### src/rtl/arb_pkg.sv
package arb_pkg;
  typedef enum logic {
    OWN_IDLE = 1'b0,
    OWN_HELD = 1'b1
  } own_e;
endpackage

### src/rtl/arb_cell.sv
module arb_cell
  import arb_pkg::*;
(
  input  logic clk_i,
  input  logic rst_ni,
  input  logic req_i,
  input  logic done_i,
  input  logic pri_in_i,
  input  logic bus_busy_i,
  output logic pri_out_o,
  output logic prio_o,
  output logic busy_drv_o
);
  logic req_q;
  own_e st_q, st_d;

  always_ff @(posedge clk_i or negedge rst_ni) begin
    if (!rst_ni) req_q <= 1'b0;
    else         req_q <= req_i;
  end

  // a pending request blocks priority for everyone downstream
  assign pri_out_o = pri_in_i & ~req_q;
  assign prio_o    = pri_in_i & ~pri_out_o;

  always_comb begin
    st_d = st_q;
    unique case (st_q)
      OWN_IDLE: if (prio_o && !bus_busy_i) st_d = OWN_HELD;
      OWN_HELD: if (done_i) st_d = OWN_IDLE;
      default:  st_d = OWN_IDLE;
    endcase
  end

  always_ff @(posedge clk_i or negedge rst_ni) begin
    if (!rst_ni) st_q <= OWN_IDLE;
    else         st_q <= st_d;
  end

  assign busy_drv_o = (st_q == OWN_HELD);
endmodule

### src/rtl/busy_or.sv
module busy_or #(
  parameter int N = 4
) (
  input  logic [N-1:0] drv_i,
  output logic         busy_o
);
  assign busy_o = |drv_i;
endmodule

### src/rtl/chain_arbiter.sv
module chain_arbiter #(
  parameter int N = 4
) (
  input  logic         clk_i,
  input  logic         rst_ni,
  input  logic [N-1:0] req_i,
  input  logic [N-1:0] done_i,
  output logic [N-1:0] grant_o,
  output logic [N-1:0] prio_o,
  output logic         busy_o,
  output logic         chain_free_o
);
  localparam int CHAIN_W = N + 1;

  logic [CHAIN_W-1:0] pri_chain;
  logic [N-1:0]       busy_drv_w;

  assign pri_chain[0] = 1'b1;  // head: nothing above wants the bus

  for (genvar g = 0; g < N; g++) begin : g_agent
    arb_cell u_cell (
      .clk_i      (clk_i),
      .rst_ni     (rst_ni),
      .req_i      (req_i[g]),
      .done_i     (done_i[g]),
      .pri_in_i   (pri_chain[g]),
      .bus_busy_i (busy_o),
      .pri_out_o  (pri_chain[g+1]),
      .prio_o     (prio_o[g]),
      .busy_drv_o (busy_drv_w[g])
    );
  end

  busy_or #(.N(N)) u_busy (
    .drv_i  (busy_drv_w),
    .busy_o (busy_o)
  );

  assign grant_o      = busy_drv_w;
  assign chain_free_o = pri_chain[CHAIN_W-1];
endmodule

### config.mk
export PLATFORM = sky130hd
export DESIGN_NAME = chain_arbiter
export DESIGN_NICKNAME = d
export VERILOG_FILES = /design/src/rtl/arb_pkg.sv /design/src/rtl/arb_cell.sv /design/src/rtl/busy_or.sv /design/src/rtl/chain_arbiter.sv
export SDC_FILE = /design/constraint.sdc
export NUM_CORES = 1
export LEC_CHECK = 0
export ABC_AREA = 0
export BUFFER_PORTS_ARGS = -buffer_cell sky130_fd_sc_hd__buf_2
export CAP_MARGIN = 20
export CORE_AREA = 2 2 39 41
export DETAILED_ROUTE_END_ITERATION = 16
export DIE_AREA = 0 0 41 43
export PLACE_DENSITY_LB_ADDON = 0.25
export SYNTH_ARGS = -nofsm -noshare
export SYNTH_HDL_FRONTEND = slang
export SYNTH_HIERARCHICAL = 1
export SYNTH_SLANG_ARGS = --single-unit
### constraint.sdc
create_clock -name clk_i -period 1.65 [get_ports clk_i]
set_input_delay 0.4125 -clock clk_i [delete_from_list [all_inputs] [get_ports clk_i]]
set_output_delay 0.4125 -clock clk_i [all_outputs]
set_load 0.005 [all_outputs]
; Word-level counts from Yosys, hierarchy flattened
; Index checks and enable logic that the tools add are counted.
[classes]
addsub = 0
mul = 0
div_mod_pow = 0
n_lt_le_gt_ge = 0
n_eq_ne = 0
shifts = 0
mux = 12
bitwise = 17
n_reduce_logical = 6
[ops]
columns = operator, n
row1 = $not 1->1, 11
row2 = $mux 1, 8
row3 = $pmux 1 s2, 4
row4 = $and 1x1->1, 6
row5 = $logic_and 1x1->1, 4
row6 = $reduce_or 4->1, 1
row7 = $logic_not 1->1, 1
[totals]
ff_bits = 8
latch_bits = 0
ramBits = 0
mem_bits_ro = 0
input_bits = 10
out_inout_bits = 10
elab_cells = 43
mem_count = 0

; Depth between registers and ports, before layout
; Gate-level depths: netlist of run 1.
[depth]
word_depth = 9
ltp_mapped = 5
mapped_depth_nobuf = 5

; Modules after synthesis
; Netlist of run 1, hierarchy kept.
[modules_own_cells]
columns = module, instances, cells_each, area_per_inst_um2, seq_area_each_um2
row1 = arb_cell, 4, 7, 83.8, 50.0
row2 = busy_or, 1, 1, 7.5, 0.0
row3 = chain_arbiter, 1, 1, 3.8, 0.0

; Least setup slack after synthesis of run 1
; Ideal clock, no wire load.
[synth_timing]
path_kind = register to output
startpoint = register g_agent[0].u_cell.req_q
endpoint = output chain_free_o
arrival_time_ps = 1083
required_ps = 1237
setup_slack_ps = 155
stages_incl_launch_ff = 5
n_path_buf = 0
cell_sequence = dfrtp_1 and2b_2 and2b_2 and2b_2 and2b_2
[synth_via]
elab_chain_cells = 4
[synth_rtl]
columns = element, line_no
row1 = from (decl), arb_cell.sv:14  ; logic req_q;
row2 = from (signal assigned), arb_cell.sv:19  ; else req_q <= req_i;
row3 = $not 1->1, arb_cell.sv:23  ; assign pri_out_o = pri_in_i & ~req_q;
row4 = net pri_chain[1], chain_arbiter.sv:15  ; logic [CHAIN_W-1:0] pri_chain;
row5 = $and 1x1->1, arb_cell.sv:23
row6 = net pri_chain[2], chain_arbiter.sv:15
row7 = $and 1x1->1, arb_cell.sv:23
row8 = net pri_chain[3], chain_arbiter.sv:15
row9 = $and 1x1->1, arb_cell.sv:23
row10 = to (decl), chain_arbiter.sv:11  ; output logic chain_free_o
; The timed path passes the listed nets, and every way through them passes these cells.

; Worst setup path after layout of run 1
; Same ends and word-level chain as after synthesis.

==> flow_summary.yaml, run 1 <==
global_routing:
  grt_pass1_vias: 260
  grt_usage_pct: 8.418
  grt_max_degree: 9
  grt_pass1_wl_um: 883
  antenna_found_initial: 0
  overflow: 0
floorplanning:
  io_pins: 20
  die_width_um: 41
  core-area_um2: 1384
  dieArea_um2: 1763
  initial_core_util_pct: 25.05
  row_count: 14
  die_h_um: 43
setup_path:
  worstSetupPathType: "flop to output pin"
  cp.arrival_ps: 1470
  endpoint_kind: "output pin"
  cp_max_fo: 2
  start_kind: "flop"
  critical_path_required_ps: 1240
flow_run:
  cap_violations: 0
logic_synthesis:
  post-synth-top-count-cell: "dfrtp_1"
  synth_edf_count: 0
  synth_cell_type_count: 8
  syn_area_um2: 346.6
  synth_area_leader_cell: "dfrtp_1"
  synthCells: 30
  netlist.area_leader.share_pct: 57.76
  syn_avg_cell_area_um2: 11.55
  yosysWarnings: 6
  synthArstFlopShare_pct: 100.0
  ys_dominant_reg_cell: "dfrtp_1"
  synth_area_leaders: "dfrtp_1 58%, a22o_1 10%, and2_4 10%"
  yosysSeqAreaShare_pct: 57.76
  ys_seq_elements: 8
pwr:
  powerDensity_nw_per_um2: 902.0
  leakage_nw: 0.3270
  power_mw: 0.5034
  peakVddDrop_mv: 0.4139
timing:
  hold_viol_final: 0
  grt_setup_unrepaired: "true"
  fmax_mhz: 530.5
  worst_slack_ps: -235.1
  finalSetupViolCount: 3
  finalCritPeriodShare_pct: 114.3
  slew_viol_final: 0
  fin_worst_skew_ps: 5.740
  layout_min_cycle_time_ps: 1885
clock_network:
  cts_tree: "done"
  clk_pin_slew_ps: 50
  cts_buffers: 3
  clock_latency_ps: 250
  cts_root_buf: "clkbuf_4"
  cts_max_level: 1
  clk_path_buf_depth: 2
  cts.sinks: 8
place:
  dpl.hpwl_um: 483.8
  gp_congestion: 0.6064
  port_buffers: 19
  post-place-ws_ps: 7.094
  placedCellCount: 67
drt:
  wire_per_inst_um: 8.013
  drc: 0
  drt-vias-per-instance: 4.107
  detail-route-antenna-nets: 0
  drt_iter0_drc: 2
  drtPass1Iterations: 2
  wirelength_um: 601
  vias: 308
finish:
  layout.cells.non_filler: 75
  diodes: 0
  fin_util_pct: 40.33
  layout-drive-gt1-share_pct: 61.02
  final_nets: 71
  syn2layout_area_growth_pct: 61.01
hold_path:
  hp-class: "input pin to flop"
status:
  violations: "negative setup slack"
  status: "complete, but fails checks"
-- power breakdown --
| group | total (mW) | switching, mW | leakage, nW | internal (mW) |
|---|---|---|---|---|
| registers | 0.221 | 0.00886 | 0.101 | 0.212 |
| clock network | 0.142 | 0.0594 | 0.0138 | 0.0827 |
| logic | 0.140 | 0.0513 | 0.213 | 0.0887 |
| total | 0.503 | 0.120 | 0.327 | 0.384 |
-- layer usage --
metal	wire (um)	share of wire, %	track usage [%]
met3	76	13	9.424
met1	216	36	7.641
met4	0	0	4.000
met2	307	51	11.25
met5	0	0	0
-- layout make-up --
class	instances	area, um2
clock buffer	3	22.52
timing repair buffer	25	161.4
multi-input combinational	19	138.9
inverter	4	15.01
tap	16	20.02
fill	142	825.8
sequential	8	200.2
-- stage by stage --
step | TNS [ps] | cell area, um2 | hold WS, ps
after detailed placement | 0 | 473.0 | 260.0
final | -476.3 | 558.0 | 271.4
after global routing | -705.5 | 558.0 | 255.5
after global placement | 0 | 473.0 | 261.1
after CTS | -523.5 | 550.5 | 263.2
after floorplan | 0 | 350.3 | 116.9
-- flip-flops by register name (all words and copies together) (netlist names) --
signal / flops
g_agent.u_cell/req_q: 4
g_agent.u_cell/busy_drv_o: 4
-- timing repair --
| item | in CTS | in global routing |
|---|---|---|
| endpoints found under the setup margin | 4 | 4 |
| hold buffers | 1 | 0 |
| gates resized for setup | 4 | 0 |
| setup buffers | 3 | 1 |
| hold endpoints to repair | 8 | 0 |
-- path summary, 6_finish.rpt --
kind                                               from                      endpoint  slack, ps  depth (start not counted)
max                             g_agent[0].u_cell/req_q                  chain_free_o       -240                          5
min                                            req_i[3]       g_agent[3].u_cell/req_q        270                          1
max reg2reg                g_agent[1].u_cell/busy_drv_o  g_agent[0].u_cell/busy_drv_o        280                          4
min reg2reg                g_agent[2].u_cell/busy_drv_o  g_agent[2].u_cell/busy_drv_o        550                          1
max in group asynchronous                        rst_ni       g_agent[1].u_cell/req_q        950                          2
min in group asynchronous                        rst_ni  g_agent[1].u_cell/busy_drv_o        530                          2
-- cells by family after synthesis --
logic type,share of synthesized area (%)
AOI/OAI and AO/OA,10.11
DFF,57.76
and+or+nand+nor,26.71
other,1.082
buffers and inverters,4.331
-- cell usage in the layout, fill, tap and decap left out --
| cell | Yosys | layout |
|---|---|---|
| buf_4 | 0 | 5 |
| a22o_1 | 4 | 4 |
| dlygate4sd3_1 | 0 | 1 |
| clkbuf_4 | 0 | 3 |
| dfrtp_1 | 8 | 8 |
| and2_4 | 4 | 4 |
| or4_4 | 0 | 1 |
| buf_6 | 0 | 3 |
| inv_1 | 4 | 4 |
| and2b_2 | 4 | 4 |
| nor2_1 | 4 | 4 |
| conb_1 | 1 | 2 |
| buf_2 | 0 | 16 |
-- critical path, cell delays in order (launching register included) --
cell	delay (ps)
dfrtp_1	330
and2b_2	220
and2b_2	190
and2b_2	190
and2b_2	180
buf_2	120
(Power assumes the default switching activity.)
==> run 2, diff against run 1 <==
==> constraint.sdc (replaced) <==
create_clock -name clk_i -period 2.1 [get_ports clk_i]
set_input_delay 0.525 -clock clk_i [delete_from_list [all_inputs] [get_ports clk_i]]
set_output_delay 0.525 -clock clk_i [all_outputs]
set_load 0.005 [all_outputs]
==> run 2 against run 1 <==
Against the previous run: register-to-register slack better by 480 ps; first-iteration DRC count is 50% lower; final area is 13% lower; wire length is 1.3% lower; critical path depth stayed put; the flow now finishes without violations; non-clock buffer count is 6 lower; global-route usage is 0.34 points lower; cell count is 8.0% lower; via count is 10% lower.
==> flow_summary.yaml, run 2 (same netlist as run 1, synthesis figures left out) <==
status:
  status: "finished, final reports clean"
floorplanning:
  initial_core_util_pct: 25.05
  io_pins: 20
  die_h_um: 43
  row_count: 14
  core-area_um2: 1384
  dieArea_um2: 1763
  die_width_um: 41
pwr:
  switchingPower_mw: 0.08780
  seqPwrFrac_pct: 49.1
  peakVddDrop_mv: 0.2634
  power_mw: 0.3587
  leakage_nw: 0.2942
  p_int_mw: 0.2709
  p_clk_share_pct: 31.3
  switching_share_pct: 24.48
  pwr-share-comb_pct: 19.6
  powerDensity_nw_per_um2: 735.1
drt:
  detail-route-antenna-nets: 0
  drt-vias-per-instance: 4.014
  wirelength_um: 593
  drc: 0
  drt_iter0_drc: 1
  wire_per_inst_um: 8.594
  drtPass1Iterations: 2
  vias: 277
place:
  gp_congestion: 0.6459
  port_buffers: 19
  dpl.hpwl_um: 508.6
global_routing:
  overflow: 0
  grt_usage_pct: 8.081
  grt_pass1_wl_um: 848
  antenna_found_initial: 0
  grt_pass1_vias: 237
  grt_max_degree: 9
timing:
  finalCritPeriodShare_pct: 95.44
  finalSetupViolCount: 0
  layout_min_cycle_time_ps: 2004
  slew_viol_final: 0
  grt_setup_unrepaired: "false"
  fin_worst_skew_ps: 5.794
  hold_viol_final: 0
  fin_setup_tns_ps: 0
  fmax_mhz: 499.0
setup_path:
  max_stage_delay_ps: 330
  r2r_end: "g_agent[3].u_cell/busy_drv_o"
  r2r_setup_slack_ps: 760
  cp.arrival_ps: 1480
  rr_worst_depth: 5
  r2r_start: "g_agent[0].u_cell/req_q"
  start_kind: "flop"
  critPathBufInv: 1
  cp_slowest_cell: "dfrtp_1"
  cp_max_fo: 2
  critical_path_required_ps: 1570
  worstSetupPathType: "flop to output pin"
  cp_top_family: "simple AND/OR/NAND/NOR gates"
  path_cells: "and2b_2, and2b_2, and2b_2, and2b_2, buf_2"
  cpMostUsedCell: "and2b_2"
  endpoint_kind: "output pin"
finish:
  final_cell_mix: "19 x buf_2, 8 x dfrtp_1"
  final_nets: 65
  n_fill_cell: 160
  layout-drive-gt1-share_pct: 56.60
  diodes: 0
  final_common_cell: "buf_2"
  syn2layout_area_growth_pct: 40.79
clock_network:
  clk_pin_slew_ps: 50
  ctsResizeCount: 0
  cts_max_level: 1
  cts_root_buf: "clkbuf_4"
  hold_buffers: 0
  clk_path_buf_depth: 2
  cts_tree: "done"
  cts_buffers: 3
  cts_setup_buffers: 0
  cts.sinks: 8
  clock_latency_ps: 250
flow_run:
  cap_violations: 0
hold_path:
  hp-class: "input pin to asynchronous set/reset pin"
## run 2: cell types whose count changed in the layout (fill, tap and decap cells not counted), sizes merged
cell         previous run  this run
buf                    24        19
dlygate4sd3             1         0
## run 2: cell type report
cell class	count	area [um2]	area share (%)
multi-input combinational	19	135.1	27.69
inverter	4	15.01	3.077
tap	16	20.02	4.103
sequential	8	200.2	41.03
clock buffer	3	22.52	4.615
timing repair buffer	19	95.09	19.49
## run 2: per-layer routing
| layer | up-vias | wire [um] | GRT usage [%] |
|---|---|---|---|
| met5 | - | 0 | 0 |
| met4 | 0 | 7 | 4.000 |
| met3 | 2 | 78 | 9.424 |
| met2 | 14 | 316 | 11.25 |
| met1 | 121 | 191 | 6.557 |
| li1 | 140 | - | - |
## run 2: stage by stage
| stage | instances | worst slack, ps | hold WS, ps | cell area (um2) | util, % |
|---|---|---|---|---|---|
| floorplan | 31 | 492.0 | 229.4 | 350.3 | - |
| global route | 69 | 50.89 | 98.44 | 488.0 | 35.26 |
| CTS | 69 | 70.59 | 99.70 | 488.0 | 35.26 |
| finish | 69 | 95.80 | 104.5 | 488.0 | 35.26 |
| global placement | 66 | 371.4 | 374.2 | 465.4 | 33.63 |
| detailed placement | 66 | 346.6 | 376.2 | 465.4 | 33.63 |
## run 2: how the worst max path moves through the flow
stage                                        from            to  slack, ps  cells after the start
final                     g_agent[0].u_cell/req_q  chain_free_o        100                      5
after global routing      g_agent[0].u_cell/req_q  chain_free_o         50                      5
after CTS                 g_agent[0].u_cell/req_q  chain_free_o         70                      5
after detailed placement  g_agent[0].u_cell/req_q  chain_free_o        350                      5
after global placement    g_agent[0].u_cell/req_q  chain_free_o        370                      5
after floorplan           g_agent[0].u_cell/req_q  chain_free_o        490                      4
## run 2: worst register-to-register path, delay by kind of cell, from the launching register on
family	cells	cell delay [ps]
AND/OR/NAND/NOR	4	730
flip-flops	1	330
AO/OA/AOI/OAI	1	170
## run 2: power by group through the flow
stage / registers (mW) / logic, mW / clock network [mW]
4_1_cts: 0.177 / 0.0723 / 0.121
6_report: 0.176 / 0.0702 / 0.112
2_1_floorplan: 0.179 / 0.0392 / 0
3_3_place_gp: 0.179 / 0.0715 / 0
5_1_grt: 0.178 / 0.0788 / 0.126
3_5_place_dp: 0.179 / 0.0720 / 0
